==> src/rtl/ufe_pkg.sv <==
package ufe_pkg;

  localparam int CHAR_MAX   = 8;
  localparam int FRAME_MAX  = 12;

  typedef enum logic [2:0] {
    RXS_IDLE,
    RXS_START,
    RXS_DATA,
    RXS_PAR,
    RXS_STOP
  } rx_state_t;

  // number of data bits for a width code (0:8 .. 3:5)
  function automatic logic [3:0] code_bits(input logic [1:0] code);
    return 4'd8 - {2'b00, code};
  endfunction

  // keep only the bits that belong to the character
  function automatic logic [7:0] char_mask(input logic [7:0] d, input logic [1:0] code);
    return d & (8'hFF >> code);
  endfunction

  // parity bit value: even -> xor of data, odd -> its inverse
  function automatic logic par_bit(input logic [7:0] d, input logic [1:0] code, input logic odd);
    return (^char_mask(d, code)) ^ odd;
  endfunction

  // total bits on the line for one frame
  function automatic logic [3:0] frame_len(input logic [1:0] code, input logic pe,
                                           input logic [1:0] stop);
    return 4'd1 + code_bits(code) + {3'b000, pe} + ((stop != 2'b00) ? 4'd2 : 4'd1);
  endfunction

  // line image of a frame, bit 0 first on the wire; unused tail stays high
  function automatic logic [FRAME_MAX-1:0] frame_image(input logic [7:0] d, input logic [1:0] code,
                                                       input logic pe, input logic odd);
    logic [FRAME_MAX-1:0] f;
    int nb;
    f  = '1;
    f[0] = 1'b0;
    nb = int'(code_bits(code));
    for (int i = 0; i < CHAR_MAX; i++) begin
      if (i < nb) f[i+1] = d[i];
    end
    if (pe) f[nb+1] = par_bit(d, code, odd);
    return f;
  endfunction

endpackage

==> src/rtl/ufe_tick_gen.sv <==
module ufe_tick_gen #(
  parameter int DIV_W   = 23,
  parameter int DEF_DIV = 2
) (
  input  logic             clk,
  input  logic             rst_n,
  input  logic             div_use,
  input  logic [DIV_W-1:0] div,
  input  logic             restart,
  output logic             tick
);
  logic [DIV_W-1:0] eff_div;
  logic [DIV_W-1:0] cnt_q;

  assign eff_div = div_use ? div : DIV_W'(DEF_DIV);
  assign tick    = !restart && (cnt_q >= eff_div);

  always_ff @(posedge clk or negedge rst_n) begin
    if (!rst_n)                          cnt_q <= '0;
    else if (restart || cnt_q >= eff_div) cnt_q <= '0;
    else                                 cnt_q <= cnt_q + 1'b1;
  end
endmodule

==> src/rtl/ufe_tx.sv <==
module ufe_tx
  import ufe_pkg::*;
#(
  parameter int DIV_W   = 23,
  parameter int DEF_DIV = 2
) (
  input  logic             clk,
  input  logic             rst_n,
  input  logic [1:0]       cfg_len,
  input  logic             cfg_par_en,
  input  logic             cfg_par_odd,
  input  logic [1:0]       cfg_stop,
  input  logic [DIV_W-1:0] cfg_div,
  input  logic             cfg_div_use,
  input  logic             enable,
  input  logic [7:0]       data,
  input  logic             valid,
  output logic             ready,
  output logic             accept,
  output logic             line
);
  logic                 busy_q;
  logic [FRAME_MAX-1:0] frame_q;
  logic [3:0]           idx_q;
  logic [3:0]           nbits_q;
  logic [1:0]           sub_q;
  logic                 tick;

  ufe_tick_gen #(.DIV_W(DIV_W), .DEF_DIV(DEF_DIV)) u_tick (
    .clk(clk), .rst_n(rst_n), .div_use(cfg_div_use), .div(cfg_div),
    .restart(!busy_q), .tick(tick)
  );

  assign ready  = enable && !busy_q;
  assign accept = valid && ready;
  assign line   = busy_q ? frame_q[idx_q] : 1'b1;

  always_ff @(posedge clk or negedge rst_n) begin
    if (!rst_n) begin
      busy_q  <= 1'b0;
      frame_q <= '1;
      idx_q   <= '0;
      nbits_q <= '0;
      sub_q   <= '0;
    end else if (!enable) begin
      busy_q <= 1'b0;
    end else if (accept) begin
      busy_q  <= 1'b1;
      frame_q <= frame_image(data, cfg_len, cfg_par_en, cfg_par_odd);
      nbits_q <= frame_len(cfg_len, cfg_par_en, cfg_stop);
      idx_q   <= '0;
      sub_q   <= '0;
    end else if (busy_q && tick) begin
      sub_q <= sub_q + 1'b1;
      if (sub_q == 2'd3) begin
        if (idx_q == nbits_q - 4'd1) busy_q <= 1'b0;
        else                         idx_q  <= idx_q + 4'd1;
      end
    end
  end
endmodule

==> src/rtl/ufe_rx.sv <==
module ufe_rx
  import ufe_pkg::*;
#(
  parameter int DIV_W       = 23,
  parameter int DEF_DIV     = 2,
  parameter int SYNC_STAGES = 2
) (
  input  logic             clk,
  input  logic             rst_n,
  input  logic [1:0]       cfg_len,
  input  logic             cfg_par_en,
  input  logic             cfg_par_odd,
  input  logic [1:0]       cfg_stop,
  input  logic [DIV_W-1:0] cfg_div,
  input  logic             cfg_div_use,
  input  logic             enable,
  input  logic             line,
  output logic             done,
  output logic [7:0]       data,
  output logic             valid,
  output logic             frame_err,
  output logic             par_err
);
  logic [SYNC_STAGES-1:0] sync_q;
  logic      rx_s;
  rx_state_t state_q;
  logic [1:0] sub_q;
  logic [3:0] idx_q;
  logic [7:0] shreg_q;
  logic [1:0] c_len_q;
  logic       c_pe_q, c_odd_q, c_two_q;
  logic       perr_q, ferr_q;
  logic       tick, sample, stop_bad;

  always_ff @(posedge clk or negedge rst_n) begin
    if (!rst_n) sync_q <= '1;
    else        sync_q <= {sync_q[SYNC_STAGES-2:0], line};
  end
  assign rx_s = sync_q[SYNC_STAGES-1];

  ufe_tick_gen #(.DIV_W(DIV_W), .DEF_DIV(DEF_DIV)) u_tick (
    .clk(clk), .rst_n(rst_n), .div_use(cfg_div_use), .div(cfg_div),
    .restart(state_q == RXS_IDLE), .tick(tick)
  );

  // half a bit for the start check, a whole bit afterwards
  assign sample   = (state_q != RXS_IDLE) && tick &&
                    ((state_q == RXS_START) ? (sub_q == 2'd1) : (sub_q == 2'd3));
  assign stop_bad = !rx_s;
  assign done     = sample && (state_q == RXS_STOP) && !(c_two_q && idx_q == 4'd0);

  always_ff @(posedge clk or negedge rst_n) begin
    if (!rst_n) begin
      state_q   <= RXS_IDLE;
      sub_q     <= '0;
      idx_q     <= '0;
      shreg_q   <= '0;
      c_len_q   <= '0;
      c_pe_q    <= 1'b0;
      c_odd_q   <= 1'b0;
      c_two_q   <= 1'b0;
      perr_q    <= 1'b0;
      ferr_q    <= 1'b0;
      data      <= '0;
      valid     <= 1'b0;
      frame_err <= 1'b0;
      par_err   <= 1'b0;
    end else begin
      valid     <= 1'b0;
      frame_err <= 1'b0;
      par_err   <= 1'b0;
      if (!enable) begin
        state_q <= RXS_IDLE;
      end else if (state_q == RXS_IDLE) begin
        if (!rx_s) begin
          state_q <= RXS_START;
          sub_q   <= '0;
          idx_q   <= '0;
          shreg_q <= '0;
          perr_q  <= 1'b0;
          ferr_q  <= 1'b0;
          c_len_q <= cfg_len;
          c_pe_q  <= cfg_par_en;
          c_odd_q <= cfg_par_odd;
          c_two_q <= (cfg_stop != 2'b00);
        end
      end else if (tick) begin
        sub_q <= sub_q + 1'b1;
        if (sample) begin
          sub_q <= '0;
          unique case (state_q)
            RXS_START: state_q <= rx_s ? RXS_IDLE : RXS_DATA;
            RXS_DATA: begin
              shreg_q[idx_q[2:0]] <= rx_s;
              if (idx_q == code_bits(c_len_q) - 4'd1) begin
                idx_q   <= '0;
                state_q <= c_pe_q ? RXS_PAR : RXS_STOP;
              end else begin
                idx_q <= idx_q + 4'd1;
              end
            end
            RXS_PAR: begin
              perr_q  <= (rx_s != par_bit(shreg_q, c_len_q, c_odd_q));
              state_q <= RXS_STOP;
            end
            RXS_STOP: begin
              if (done) begin
                valid     <= 1'b1;
                data      <= shreg_q;
                frame_err <= ferr_q | stop_bad;
                par_err   <= perr_q;
                state_q   <= RXS_IDLE;
              end else begin
                ferr_q <= stop_bad;
                idx_q  <= 4'd1;
              end
            end
            default: state_q <= RXS_IDLE;
          endcase
        end
      end
    end
  end
endmodule

==> src/rtl/uart_frame_engine.sv <==
module uart_frame_engine #(
  parameter int DIV_W       = 23,
  parameter int DEF_DIV     = 2,
  parameter int SYNC_STAGES = 2
) (
  input  logic             clk,
  input  logic             rst_n,
  input  logic [1:0]       cfg_len,
  input  logic             cfg_par_en,
  input  logic             cfg_par_odd,
  input  logic [1:0]       cfg_stop,
  input  logic [DIV_W-1:0] cfg_div,
  input  logic             cfg_div_use,
  input  logic             tx_enable,
  input  logic             rx_enable,
  input  logic [7:0]       tx_data,
  input  logic             tx_valid,
  output logic             tx_ready,
  output logic             txd,
  input  logic             rxd,
  output logic [7:0]       rx_data,
  output logic             rx_valid,
  output logic             rx_frame_err,
  output logic             rx_par_err
);
  // internal events, observed by the bound checker
  logic tx_accept;
  logic rx_done;

  ufe_tx #(.DIV_W(DIV_W), .DEF_DIV(DEF_DIV)) u_tx (
    .clk(clk), .rst_n(rst_n),
    .cfg_len(cfg_len), .cfg_par_en(cfg_par_en), .cfg_par_odd(cfg_par_odd),
    .cfg_stop(cfg_stop), .cfg_div(cfg_div), .cfg_div_use(cfg_div_use),
    .enable(tx_enable), .data(tx_data), .valid(tx_valid),
    .ready(tx_ready), .accept(tx_accept), .line(txd)
  );

  ufe_rx #(.DIV_W(DIV_W), .DEF_DIV(DEF_DIV), .SYNC_STAGES(SYNC_STAGES)) u_rx (
    .clk(clk), .rst_n(rst_n),
    .cfg_len(cfg_len), .cfg_par_en(cfg_par_en), .cfg_par_odd(cfg_par_odd),
    .cfg_stop(cfg_stop), .cfg_div(cfg_div), .cfg_div_use(cfg_div_use),
    .enable(rx_enable), .line(rxd), .done(rx_done),
    .data(rx_data), .valid(rx_valid), .frame_err(rx_frame_err), .par_err(rx_par_err)
  );
endmodule

==> config.mk <==
export PLATFORM = sky130hd
export DESIGN_NAME = uart_frame_engine
export DESIGN_NICKNAME = d
export VERILOG_FILES = /design/src/rtl/ufe_pkg.sv /design/src/rtl/ufe_tick_gen.sv /design/src/rtl/ufe_tx.sv /design/src/rtl/ufe_rx.sv /design/src/rtl/uart_frame_engine.sv
export SDC_FILE = /design/constraint.sdc
export NUM_CORES = 1
export LEC_CHECK = 0
export BUFFER_PORTS_ARGS = -buffer_cell sky130_fd_sc_hd__buf_2
export CAP_MARGIN = 30
export CORE_MARGIN = 3
export CORE_UTILIZATION = 60
export CTS_BUF_LIST = sky130_fd_sc_hd__clkbuf_4 sky130_fd_sc_hd__clkbuf_8
export DETAILED_ROUTE_END_ITERATION = 16
export PLACE_DENSITY = 0.86
export SYNTH_ARGS = -nofsm -noshare
export SYNTH_HDL_FRONTEND = slang
export SYNTH_HIERARCHICAL = 1
export SYNTH_SLANG_ARGS = --single-unit
export TNS_END_PERCENT = 100
==> constraint.sdc <==
create_clock -name clk -period 6.8 [get_ports clk]
set_input_delay 0.34 -clock clk [delete_from_list [all_inputs] [get_ports clk]]
set_output_delay 0.34 -clock clk [all_outputs]
set_load 0.01 [all_outputs]
Word-level counts from Yosys, hierarchy flattened
Cells that the tools add are included.
{ "word_totals": {"ff_bits": 106, "in_bits": 44, "output_inout_bits": 13, "word_cells": 230} }
{ "op_classes": {"addsub": 14, "order_cmp": 15, "n_eq_ne": 22, "shifts": 2, "mux": 104, "bitwise_logic": 7, "reduce_logical": 44} }
{ "op_table": {"columns": ["operator", "n"], "rows": [
  ["23-bit 2-to-1 mux", 3],
  ["1-bit 2-to-1 mux", 62],
  ["23-bit by 1-bit adder with 23-bit output, second input constant", 2],
  ["23-bit >= comparator", 2],
  ["4-bit 2-to-1 mux", 10],
  ["8-bit 2-to-1 mux", 5],
  ["32-bit by 1-bit >= comparator with 1-bit output, second input constant", 1],
  ["32-bit by 6-bit less-than comparator with 1-bit output, second input constant", 1],
  ["3-bit 2-to-1 mux", 8],
  ["6-bit AND reduction", 3],
  ["8-bit AND", 2],
  ["3-bit by 4-bit less-than comparator with 1-bit output, first input constant", 4],
  ["2-bit 2-to-1 mux", 8],
  ["2-bit nonzero test", 8],
  ["8-bit XOR reduction", 2],
  ["8-bit by 2-bit right shift with 8-bit output, first input constant", 2],
  ["3-bit by 1-bit inequality test with 1-bit output, second input constant", 5],
  ["5-bit AND reduction", 3],
  ["12-bit bitwise mux", 1],
  ["1-bit logical AND", 12],
  ["12-bit 2-to-1 mux", 1],
  ["3-bit one-hot mux with 4 select lines", 1],
  ["3-bit AND reduction", 3],
  ["4-bit by 1-bit adder with 4-bit output, second input constant", 2],
  ["39 further kinds", 57]
]} }

Depth between registers and ports, before layout
{ "depth": {"ltp_word": 13, "ltp_mapped": 13, "depth_no_buf": 12} }

Modules after synthesis
Netlist, hierarchy kept.
{ "modules_own_cells": {"columns": ["module", "n_inst", "cells_each", "area_each_um2", "seq_area_each_um2"], "rows": [
  ["ufe_rx", 1, 199, 1976.9, 928.4],
  ["ufe_tick_gen at u_rx.u_tick", 1, 194, 1900.6, 575.6],
  ["ufe_tick_gen at u_tx.u_tick", 1, 191, 1726.7, 575.6],
  ["ufe_tx", 1, 160, 1596.5, 590.6]
]} }

Worst setup path after synthesis
No wires, ideal clock.
{ "synth_timing": {"path_type": "input to register", "start": "in cfg_div_use", "end": "reg u_rx.data[6]", "setup_time_ns": 0.128, "arrival_time_ns": 3.010, "required_time_ns": 6.672, "path_slack_ns": 3.663, "stages": 13, "path_buffers": 2, "path_cell_list": "clkbuf_1 nand2_1 ha_1 nand4_1 nor3_1 nand2_1 o31a_1 a31oi_1 nand3_1 a21oi_4 and3_1 buf_6 mux2_1"} }
{ "synth_via": {"elab_chain_cells": 8} }
{ "synth_lines": {"columns": ["item", "line", "rtl"], "rows": [
  ["start, declared", "uart_frame_engine.sv:13", "input logic cfg_div_use,"],
  ["23-bit 2-to-1 mux (*)", "ufe_tick_gen.sv:15", "assign eff_div = div_use ? div : DIV_W'(DEF_DIV);"],
  ["23-bit >= comparator (*)", "ufe_tick_gen.sv:16", "assign tick = !restart && (cnt_q >= eff_div);"],
  ["1-bit logical AND (*)", "ufe_tick_gen.sv:16", null],
  ["via u_rx.tick", "ufe_rx.sv:33", "logic tick, sample, stop_bad;"],
  ["1-bit logical AND (2 in a row)", "ufe_rx.sv:47", "assign sample = (state_q != RXS_IDLE) && tick &&"],
  ["1-bit logical AND (2 in a row)", "ufe_rx.sv:50", "assign done = sample && (state_q == RXS_STOP) && !(c_two_q && idx_q == 4'd0);"],
  ["6-bit AND reduction (no source line) (*)", null, null],
  ["end signal, assigned", "ufe_rx.sv:109", "data <= shreg_q;"],
  ["end, declared", "ufe_rx.sv:19", "output logic [7:0] data,"]
]} }
Mark *: on every way through the listed nets, which the timed path passes. The rest lies on a longest branch.
A chain may end at the register's enable or synchronous reset.

Final worst setup path
{ "layout_timing": {"start": "in cfg_div_use", "end": "reg u_rx.data[4]"} }
The elaborated chain is that of the path after synthesis.

==> flow_summary.json <==
{
  "outcome": "complete, no violations",
  "layout.cells.non_filler": 937,
  "clk_latency_ns": 0.41,
  "crit_path_max_incr_delay_ns": 0.54,
  "fin_util_pct": 67.7,
  "die_y_um": 116,
  "cts_resized": 0,
  "dp.cells": 918,
  "cts_sinks": 106,
  "die_w_um": 116,
  "cts_tree": "yes",
  "critical_path_class": "in2reg",
  "required_ns": 7.08,
  "drt-total-wl_um": 16000,
  "dieArea_sq_um": 13300,
  "rsz0062_at_grt": "no",
  "ctsHoldBuffers": 2,
  "hpwl_um": 11800,
  "cts_root_buf": "clkbuf_8",
  "cp.buffers_inverters": 1,
  "grt_pass1_wl_um": 26600,
  "maxCapViolCount": 0,
  "cp_cell_sequence": "buf_2, nand2_1, ha_1, nand4_1, nor3_1, nand2_1, o31a_1, a31oi_1, nand3_1, a21oi_4, and3_1, mux2_1",
  "start_util_pct": 62.2,
  "cts_made_buffers": 9,
  "worstMarginPinSlew_ns": 0.692,
  "crit_slowest_cell": "buf_2",
  "routed_via_density": 6.02,
  "synth_cells": 743,
  "grt_max_degree": 80,
  "power.density_nw_per_um2": 183,
  "fin_skew_ns": 0.0196,
  "setup_viol": 0,
  "port_buffers": 56,
  "vias": 5640,
  "cp-end-kind": "flop",
  "overflow": 0,
  "min_period_over_period_pct": 55.2,
  "grt_pass1_vias": 5669,
  "worstHoldPathType": "in2reg",
  "setup_tns_ns": 0,
  "drtAntennaViolNets": 0,
  "syn_nets": 856,
  "clk_pin_slew_worst_paths_ns": 0.10,
  "ys_warn_count": 6,
  "clock.fmax_ghz": 0.266,
  "slew_violations": 0,
  "drive_gt1_share_pct": 19.0,
  "final_nets": 902,
  "rows": 39,
  "core_sq_um": 11600,
  "startpoint_type": "input pin",
  "syn_area_sq_um": 7190,
  "leakage_nw": 3.66,
  "drc": 0,
  "wire_per_inst_um": 17.1,
  "htree_levels": 3,
  "layout_min_cycle_time_ns": 3.76,
  "hold_viol": 0,
  "arrival_ns": 4.04,
  "antenna_found_initial": 0,
  "dr.first_iter.drc_count": 338,
  "power_mw": 1.43,
  "crit_fanout": 46,
  "path_delay_family": "simple AND/OR/NAND/NOR gates",
  "num_antenna_cells": 0,
  "post_cts_buffers": 0,
  "grt_usage_pct": 25.0,
  "cts_buffer_depth": 2,
  "max_slew_margin_pct": 53.7,
  "place.gp.congestion": 0.953,
  "firstDrtPassIters": 5,
  "cpMostUsedCell": "nand2_1",
  "peakVddDrop_mv": 0.183,
  "avgSynthCellArea_sq_um": 9.68,
  "area_delta_synth_final_pct": 8.75,
  "io_pins": 57
}
==> routing by layer <==
metal  routed length [um]  track usage [%]  up-vias  share of wire [%]
met3                  611             4.91       23                3.8
li1                     -                -     2690                  -
met5                    0                0        -                  0
met4                  255             7.75        0                1.6
met2                 8210             44.6      125                 51
met1                 6920             30.6     2802                 43
==> through the flow <==
step	hold slack, ns	worst slack [ns]	instance area, sq um
after global routing	0.164	2.77	7820
after floorplan	0.0444	3.66	7190
after detailed placement	0.289	2.74	7520
final	0.166	3.04	7820
after CTS	0.147	3.14	7800
after global placement	0.286	2.97	7520
==> layout make-up <==
cell class / instances / area (sq um)
sequential: 106 / 2670
fill: 874 / 3740
clock inverter: 6 / 121
clock buffer: 10 / 131
timing repair buffer: 61 / 345
inverter: 31 / 116
tap: 143 / 179
multi-input combinational: 580 / 4260
==> worst min-delay path, cell delays in order <==
cell	delay [ns]
buf_2	0.10
nand2_1	0.05
nand2_1	0.05
==> path summary, 6_finish.rpt <==
kind | startpoint | to | slack [ns] | cells past startpoint
max in group asynchronous | rst_n | u_tx/frame_q[8]$_DFFE_PN1P_ | 5.48 | 4
min reg2reg | u_rx/sync_q[0]$_DFF_PN1_ | u_rx/sync_q[1]$_DFF_PN1_ | 0.36 | 0
min in group asynchronous | rst_n | u_tx/busy_q$_DFFE_PN0P_ | 0.40 | 2
min | cfg_par_odd | u_rx/c_odd_q$_DFFE_PN0P_ | 0.17 | 3
max reg2reg | u_rx/u_tick/cnt_q[14]$_DFF_PN0_ | u_rx/data[4]$_DFFE_PN0P_ | 3.14 | 10
max | cfg_div_use | u_rx/data[4]$_DFFE_PN0P_ | 3.04 | 12
==> state kept, by name (all words and copies together), names as in the netlist, 2 cells and up <==
register           count
u_tx/nbits_q           4
u_rx/sub_q             2
u_tx/sub_q             2
u_rx/sync_q            2
u_rx/shreg_q           8
u_tx/u_tick/cnt_q     23
u_rx/state_q           3
u_rx/c_len_q           2
u_tx/frame_q          12
u_tx/idx_q             4
u_rx/u_tick/cnt_q     23
u_rx/idx_q             4
u_rx/data              8
==> where the power goes <==
part | internal, mW | switching (mW)
clock | 0.255 | 0.233
combinational | 0.102 | 0.141
sequential | 0.670 | 0.0335
==> cell usage in the layout (no fill, tap or decap), types with 4 or more instances in the layout <==
cell        n
ha_1       67
dfstp_2    14
nand3b_1    5
xor2_1     34
nor3_1      9
and3_1      9
nor3_2     23
o21ai_1     4
o21ai_0    27
nand2b_1    6
nor2b_1     8
nor4_2      4
and2_1      6
inv_1      30
mux2i_1    12
xnor2_1    32
buf_2      55
a21oi_1    28
nor2_1     51
o31ai_1     4
mux2_1      8
a31oi_1     5
nand2_1   122
nand3_1    23
nand4_1    17
dfrtp_1    92
clkbuf_8    9
No activity file was read; power rests on OpenSTA's default activity.
